## config.mk

```make
export PLATFORM = sky130hd
export DESIGN_NAME = gpio_bank_regs
export DESIGN_NICKNAME = d
export VERILOG_FILES = /design/src/rtl/gpio_bank_pkg.sv /design/src/rtl/gpio_bank_decode.sv /design/src/rtl/gpio_bank_wreg.sv /design/src/rtl/gpio_in_sync.sv /design/src/rtl/gpio_bank_regs.sv
export SDC_FILE = /design/constraint.sdc
export NUM_CORES = 1
export LEC_CHECK = 0
export BUFFER_PORTS_ARGS = -buffer_cell sky130_fd_sc_hd__buf_2
export CAP_MARGIN = 20
export CORE_MARGIN = 2
export CORE_UTILIZATION = 40
export DETAILED_ROUTE_END_ITERATION = 16
export PLACE_DENSITY_LB_ADDON = 0.05
export RECOVER_POWER = 50
export SKIP_LAST_GASP = 1
export SLEW_MARGIN = 20
export SYNTH_ARGS = -nofsm -noshare
export SYNTH_HDL_FRONTEND = slang
export SYNTH_SLANG_ARGS = --single-unit
```

## constraint.sdc

```tcl
create_clock -name clk_i -period 5.2 [get_ports clk_i]
set_clock_uncertainty 0.2 [all_clocks]
set_input_delay 0.52 -clock clk_i [delete_from_list [all_inputs] [get_ports clk_i]]
set_output_delay 0.52 -clock clk_i [all_outputs]
set_load 0.02 [all_outputs]
```

## src/rtl/gpio_bank_pkg.sv

```systemverilog
package gpio_bank_pkg;
  typedef enum logic [1:0] {
    WIN_PLAIN = 2'd0,
    WIN_TGL   = 2'd1,
    WIN_SET   = 2'd2,
    WIN_CLR   = 2'd3
  } win_e;

  localparam int unsigned WIN_LSB  = 12;
  localparam int unsigned WORD_LSB = 2;
  localparam int unsigned NUM_WORDS = 3;

  typedef enum logic [1:0] {
    SEL_OUT  = 2'd0,
    SEL_OE   = 2'd1,
    SEL_IN   = 2'd2,
    SEL_NONE = 2'd3
  } sel_e;
endpackage

```

## src/rtl/gpio_bank_decode.sv

```systemverilog
module gpio_bank_decode
  import gpio_bank_pkg::*;
#(
  parameter int unsigned ADDR_W = 14
) (
  input  logic [ADDR_W-1:0] addr_i,
  output win_e              win_o,
  output sel_e              sel_o
);
  localparam int unsigned IDX_W = WIN_LSB - WORD_LSB;

  logic [IDX_W-1:0] word_idx;
  logic             hi_zero;

  assign win_o    = win_e'(addr_i[WIN_LSB+1:WIN_LSB]);
  assign word_idx = addr_i[WIN_LSB-1:WORD_LSB];

  generate
    if (ADDR_W > WIN_LSB + 2) begin : g_hi
      assign hi_zero = ~|addr_i[ADDR_W-1:WIN_LSB+2];
    end else begin : g_nohi
      assign hi_zero = 1'b1;
    end
  endgenerate

  always_comb begin
    sel_o = SEL_NONE;
    if (hi_zero && addr_i[WORD_LSB-1:0] == '0) begin
      unique case (word_idx)
        IDX_W'(0): sel_o = SEL_OUT;
        IDX_W'(1): sel_o = SEL_OE;
        IDX_W'(2): sel_o = SEL_IN;
        default:   sel_o = SEL_NONE;
      endcase
    end
  end
endmodule

```

## src/rtl/gpio_bank_wreg.sv

```systemverilog
module gpio_bank_wreg
  import gpio_bank_pkg::*;
#(
  parameter int unsigned WIDTH = 32
) (
  input  logic             clk_i,
  input  logic             rst_ni,
  input  logic             wr_i,
  input  win_e             win_i,
  input  logic [WIDTH-1:0] data_i,
  output logic [WIDTH-1:0] q_o
);
  logic [WIDTH-1:0] nxt;

  always_comb begin
    unique case (win_i)
      WIN_PLAIN: nxt = data_i;
      WIN_TGL:   nxt = q_o ^ data_i;
      WIN_SET:   nxt = q_o | data_i;
      WIN_CLR:   nxt = q_o & ~data_i;
      default:   nxt = q_o;
    endcase
  end

  always_ff @(posedge clk_i or negedge rst_ni) begin
    if (!rst_ni)   q_o <= '0;
    else if (wr_i) q_o <= nxt;
  end
endmodule

```

## src/rtl/gpio_in_sync.sv

```systemverilog
module gpio_in_sync #(
  parameter int unsigned WIDTH = 32,
  parameter int unsigned STAGES = 2
) (
  input  logic             clk_i,
  input  logic             rst_ni,
  input  logic [WIDTH-1:0] d_i,
  output logic [WIDTH-1:0] q_o
);
  logic [WIDTH-1:0] stg [STAGES];

  always_ff @(posedge clk_i or negedge rst_ni) begin
    if (!rst_ni) begin
      for (int i = 0; i < STAGES; i++) stg[i] <= '0;
    end else begin
      stg[0] <= d_i;
      for (int i = 1; i < STAGES; i++) stg[i] <= stg[i-1];
    end
  end

  assign q_o = stg[STAGES-1];
endmodule

```

## src/rtl/gpio_bank_regs.sv

```systemverilog
module gpio_bank_regs
  import gpio_bank_pkg::*;
#(
  parameter int unsigned NUM_PINS = 32,
  parameter int unsigned DATA_W   = 32,
  parameter int unsigned ADDR_W   = 14
) (
  input  logic                clk_i,
  input  logic                rst_ni,
  input  logic [ADDR_W-1:0]   addr_i,
  input  logic                we_i,
  input  logic [DATA_W-1:0]   wdata_i,
  output logic [DATA_W-1:0]   rdata_o,
  output logic [NUM_PINS-1:0] pin_out_o,
  output logic [NUM_PINS-1:0] pin_oe_o,
  input  logic [NUM_PINS-1:0] pin_in_i
);
  localparam int unsigned PAD_W = DATA_W - NUM_PINS;

  win_e                win;
  sel_e                sel;
  logic [NUM_PINS-1:0] in_sync;
  logic [NUM_PINS-1:0] rd_bits;

  gpio_bank_decode #(.ADDR_W(ADDR_W)) u_dec (
    .addr_i (addr_i),
    .win_o  (win),
    .sel_o  (sel)
  );

  gpio_bank_wreg #(.WIDTH(NUM_PINS)) u_out (
    .clk_i  (clk_i),
    .rst_ni (rst_ni),
    .wr_i   (we_i && sel == SEL_OUT),
    .win_i  (win),
    .data_i (wdata_i[NUM_PINS-1:0]),
    .q_o    (pin_out_o)
  );

  gpio_bank_wreg #(.WIDTH(NUM_PINS)) u_oe (
    .clk_i  (clk_i),
    .rst_ni (rst_ni),
    .wr_i   (we_i && sel == SEL_OE),
    .win_i  (win),
    .data_i (wdata_i[NUM_PINS-1:0]),
    .q_o    (pin_oe_o)
  );

  gpio_in_sync #(.WIDTH(NUM_PINS), .STAGES(2)) u_sync (
    .clk_i  (clk_i),
    .rst_ni (rst_ni),
    .d_i    (pin_in_i),
    .q_o    (in_sync)
  );

  always_comb begin
    unique case (sel)
      SEL_OUT: rd_bits = pin_out_o;
      SEL_OE:  rd_bits = pin_oe_o;
      SEL_IN:  rd_bits = in_sync;
      default: rd_bits = '0;
    endcase
  end

  generate
    if (PAD_W > 0) begin : g_pad
      assign rdata_o = {{PAD_W{1'b0}}, rd_bits};
    end else begin : g_full
      assign rdata_o = rd_bits;
    end
  endgenerate
endmodule

```

=== Word-level counts from Yosys, hierarchy flattened ===
Index checks and enable logic that the tools add are counted.

* Add/subtract/negate cells: 0
* $mul: 0
* Div/mod/pow operators: 0
* Order comparisons: 0
* Eq/ne operators: 7
* Shifts and indexed selects: 0
* Multiplexer cells: 5
* Bitwise gates (word level): 7
* Reduce and logical (&&, ||, !) cells: 6

{| class="wikitable"
|+ Operators with widths
! operator !! count
|-
| $pmux W32 S4 || 2
|-
| $pmux W32 S3 || 1
|-
| $and A32 B32 Y32 || 2
|-
| $or A32 B32 Y32 || 2
|-
| $xor A32 B32 Y32 || 2
|-
| $not A32 Y32 || 1
|-
| $eq A10 B1 Y1 const B || 1
|-
| $eq A10 B2 Y1 const B || 1
|-
| $logic_not A10 Y1 || 1
|-
| $eq A2 B2 Y1 const B || 3
|-
| $logic_not A2 Y1 || 3
|-
| $pmux W2 S3 || 1
|-
| $eq A2 B1 Y1 const B || 2
|-
| $logic_and A1 B1 Y1 || 2
|-
| $mux W2 || 1
|}

* Register bits: 128
* Bits in latches: 0
* RAM bits: 0
* ROM bits: 0
* Input port bits: 81
* Output and inout bits: 96
* Word-level logic and storage cells: 29
* Memories kept: 0

=== Longest topological paths before layout ===
* Depth in word-level cells: 5
* Depth in mapped cells: 5
* Mapped depth without buffers: 5

=== Cells and area by module ===
Synthesis repeated with hierarchy kept, for this count alone.

* Cells, all modules: 869
* Area, all modules: 9,222.6 um^2

{| class="wikitable"
|+ Modules (own cells, without submodules)
! module !! times used !! cells each !! area an instance (um^2) !! seq. area each (um^2)
|-
| gpio_bank_wreg || 2 || 343 || 3,223.1 || 800.8
|-
| gpio_in_sync || 1 || 96 || 1,841.8 || 1,601.5
|-
| gpio_bank_regs || 1 || 79 || 874.6 || 0.0
|-
| gpio_bank_decode || 1 || 8 || 60.1 || 0.0
|}

=== Worst setup path after synthesis ===
Ideal clock, no wire load.

* Kind: input to output
* Start: input addr_i[9]
* End: output rdata_o[10]
* Arrival: 1,673 ps
* Required time: 4,480 ps
* Path slack: 2,807 ps
* Stages: 4
* Buffers on the path: 1
* Path through: nor4_4 > nand3_1 > clkbuf_1 > nor2_1

* Cells in the longest elaborated chain, start to end: 5
* Elaborated cells between the ends (all ways): 9
* Classes of those cells: eq/ne: 4; mux: 3; reduce/logical: 2

{| class="wikitable"
|+ RTL lines
! element !! line !! RTL
|-
| start: declaration || gpio_bank_regs.sv:10 || <nowiki>input logic [ADDR_W-1:0] addr_i,</nowiki>
|-
| $eq A10 B2 Y1, or another cell as far along || gpio_bank_decode.sv:29 || <nowiki>unique case (word_idx)</nowiki>
|-
| $pmux W2 S3 * || gpio_bank_decode.sv:29 ||
|-
| $mux W2 * || gpio_bank_decode.sv:28 || <nowiki>if (hi_zero && addr_i[WORD_LSB-1:0] == '0) begin</nowiki>
|-
| $eq A2 B2 Y1, or another cell as far along || gpio_bank_regs.sv:57 || <nowiki>unique case (sel)</nowiki>
|-
| $pmux W32 S3 * || gpio_bank_regs.sv:57 ||
|-
| end: declaration || gpio_bank_regs.sv:13 || <nowiki>output logic [DATA_W-1:0] rdata_o,</nowiki>
|}

Every way passes the cells marked *; elsewhere a longest branch is shown, timed or not.

=== Final worst setup path ===
* Start: input addr_i[9]
* End: output rdata_o[1]

The elaborated chain is that of the path after synthesis.

==> summary.md <==
| Metric | Value |
|---|---|
| Hold-fix buffers, CTS | 30 |
| Initial DRC Count | 408 |
| CTS tree | built |
| Tcrit/Tclk final | 60.2% |
| Clk network pwr share | 47.3% |
| Core area | 21,800 um^2 |
| Root Driver | clkbuf_16 |
| Status | finished, violations left |
| Die area | 23,400 um^2 |
| ANT cells | 0 |
| Library cells used by synthesis | 21 |
| Via Count | 5,861 |
| Vias in the first global route | 6,299 |
| Mapped Cells | 651 |
| Clk pin slew, worst setup/hold paths | 0.06 ns |
| Sw power | 596 uW |
| Dpl ws | 2.02 ns |
| Peak VDD IR | 0.149 mV |
| Register area | 3200 um^2 |
| FF+latch count, synth | 128 |
| Flop pwr share | 41.7% |
| Ports | 177 |
| P&R area growth vs syn | 20.9% |
| Maximum Capacitance Violations | 1 |
| Final hold vios | 0 |
| Sequential area share after synthesis | 36.1% |
| Clock tree buffer depth | 2 |
| IO buf count | 176 |
| Critical Path Fanout Max | 32 |
| Die Wd | 153 um |
| Vias per cell | 5.13 |
| Antenna violations before repair | 1 |
| Commonest cells post-synth | 160 x inv_1, 128 x dfrtp_1, 128 x ha_1 |
| Post-synth EDFFs | 0 |
| Remaining DRCs | 0 |
| Int Pwr | 1880 uW |
| Maximum clock frequency | 319 MHz |
| Die height | 153 um |
| Critical Path AT | 2.41 ns |
| Total power draw | 2480 uW |
| Count of warnings emitted by yosys | 0 |
| WP data required | 4.48 ns |
| Routed wire length | 20,900 um |
| Post-layout util | 49.2% |
| Asr flop ratio synth | 100% |
| Drt first pass iters | 8 |
| Post-CTS Repair Setup Buffers | 0 |
| Most frequent cell after synthesis | inv_1 |
| Gpl congestion | 0.719 |
| Violated checks | capacitance limit, slew limit |
| Top_reg_cell synth | dfrtp_1 |
| Max-slew violations | 84 |
| First-pass GRT wire length | 34,200 um |
| Top post-synthesis cells by area | dfrtp_1 36%, ha_1 18%, mux4_1 17%, mux2_4 10%, inv_1 6.8% |
| Pwr dens | 231 nW/um^2 |
| Kind of critical path | in -> out |
| GRT Overall Usage | 18.7% |
| Synth Cell Area | 8880 um^2 |
| Switching share of total power | 24.0% |
| Worst-Skew Late Latency | 0.42 ns |
| WL per Instance | 18.3 um |
| Total clock sinks | 128 |
| Fin crit period | 3.13 ns |
| Initial Util | 40.7% |
| Footprint of the multi-input gates | 4810 um^2 |
| H-Tree Depth | 4 |
| Antenna Violating Nets Remaining | 0 |
| Type of the worst min-delay path | in -> reg |
| Final worst slack | 2.07 ns |
| Avg Inst Size Synth | 13.6 um^2 |
| Worst Setup Start Kind | input port |
| Leakage | 0.00573 uW |
| Fin Setup TNS | 0 ns |
| Post-CTS Resized | 0 |
| Synth Net Count | 860 |
| CTS Buf Count | 17 |
| Crit path capture type | primary output |
| Top cell type's share of synthesized area | 36.1% |
| Slew @ Worst Pin | 2.18 ns |
| Fill count | 1,956 |
| Layout Nets | 1,059 |
| Layout cells sized above 1 | 30.4% |
| Combinational power share | 11.0% |
| Placement row count | 54 |
| Max-slew headroom | -45.0% |
| Largest net degree at the start of global routing | 84 |
| GRT Residual Overflow | 0 |
| Post-DP HPWL | 13,600 um |
| Final setup vio count | 0 |
| Synth area leader | dfrtp_1 |
| RSZ-0062 raised after global routing | false |
[cell families after synthesis]
logic type	synth area share (%)
buffers and inverters	10.1
AND/OR/NAND/NOR	2.89
AO/OA/AOI/OAI	3.61
adder cells (fa/ha/maj)	18.0
flip-flops	36.1
multiplexers	29.3
[worst max-delay path, stage by stage]
cell and delay [ns]:
buf_2 0.11, nor4_4 0.45, nand3_2 0.77, nor2_1 0.34
buf_2 0.20
[worst paths after layout]
path,from,end,slack (ns),cells past startpoint
worst max-delay path,addr_i[9],rdata_o[1],2.07,5
worst min-delay path,pin_in_i[31],u_sync.stg[63],0.02,1
worst max register to register,u_oe.q_o[6],u_oe.q_o[6],3.25,4
worst min register to register,u_sync.stg[50],u_sync.q_o[18],0.14,0
max in group asynchronous,rst_ni,u_oe.q_o[23],2.09,3
min in group asynchronous,rst_ni,u_sync.q_o[26],1.09,2
[state kept, by name (all words and copies together) (netlist names)]
name        count
u_oe.q_o       32
u_out.q_o      32
u_sync.q_o     32
u_sync.stg     32
[per-stage QoR]
stage | hold WS (ns) | area, um^2 | std cells
after floorplan | 0.0244 | 8880 | 651
after global placement | 0.133 | 9900 | 1081
after detailed placement | 0.135 | 9900 | 1081
after CTS | 0.00156 | 10800 | 1143
after global routing | 0.00350 | 10700 | 1143
final | 0.0225 | 10700 | 1143
[cell usage in the layout, fill, tap and decap left out]
master,instances
buf_2,144
clkbuf_8,5
dlygate4sd3_1,30
mux2_4,60
clkinv_2,2
ha_1,128
bufinv_16,1
a222oi_1,32
inv_1,160
mux4_4,1
and3b_2,1
nor2_1,33
nor2b_4,2
mux2_2,4
mux4_2,6
mux4_1,57
clkinv_4,1
buf_4,7
clkbuf_1,32
nand3_2,1
dfrtp_1,128
nor3b_1,1
clkbuf_2,1
nor4_4,3
clkinvlp_4,4
nand4_4,2
clkbuf_16,17
[power groups by stage]
stage	clock network [uW]	logic (uW)	registers [uW]
6_report	1170	273	1030
5_1_grt	1250	306	1040
4_1_cts	1200	280	1030
3_5_place_dp	0	259	1050
3_3_place_gp	0	244	1050
2_1_floorplan	0	166	1050
[cell type report]
| cell class | count | share of cell area (%) |
|---|---|---|
| sequential | 128 | 29.8 |
| inverter | 160 | 5.59 |
| multi-input combinational | 331 | 44.8 |
| clock buffer | 24 | 4.67 |
| tap | 280 | 3.26 |
| clock inverter | 8 | 0.734 |
| timing repair buffer | 212 | 11.1 |
[layer usage]
| metal | track usage [%] | routed length (um) |
|---|---|---|
| met1 | 22.6 | 8860 |
| met2 | 33.2 | 10700 |
| met3 | 4.56 | 1090 |
| met4 | 5.20 | 269 |
| met5 | 0 | 13 |
Power figures use the tool's default switching activity.
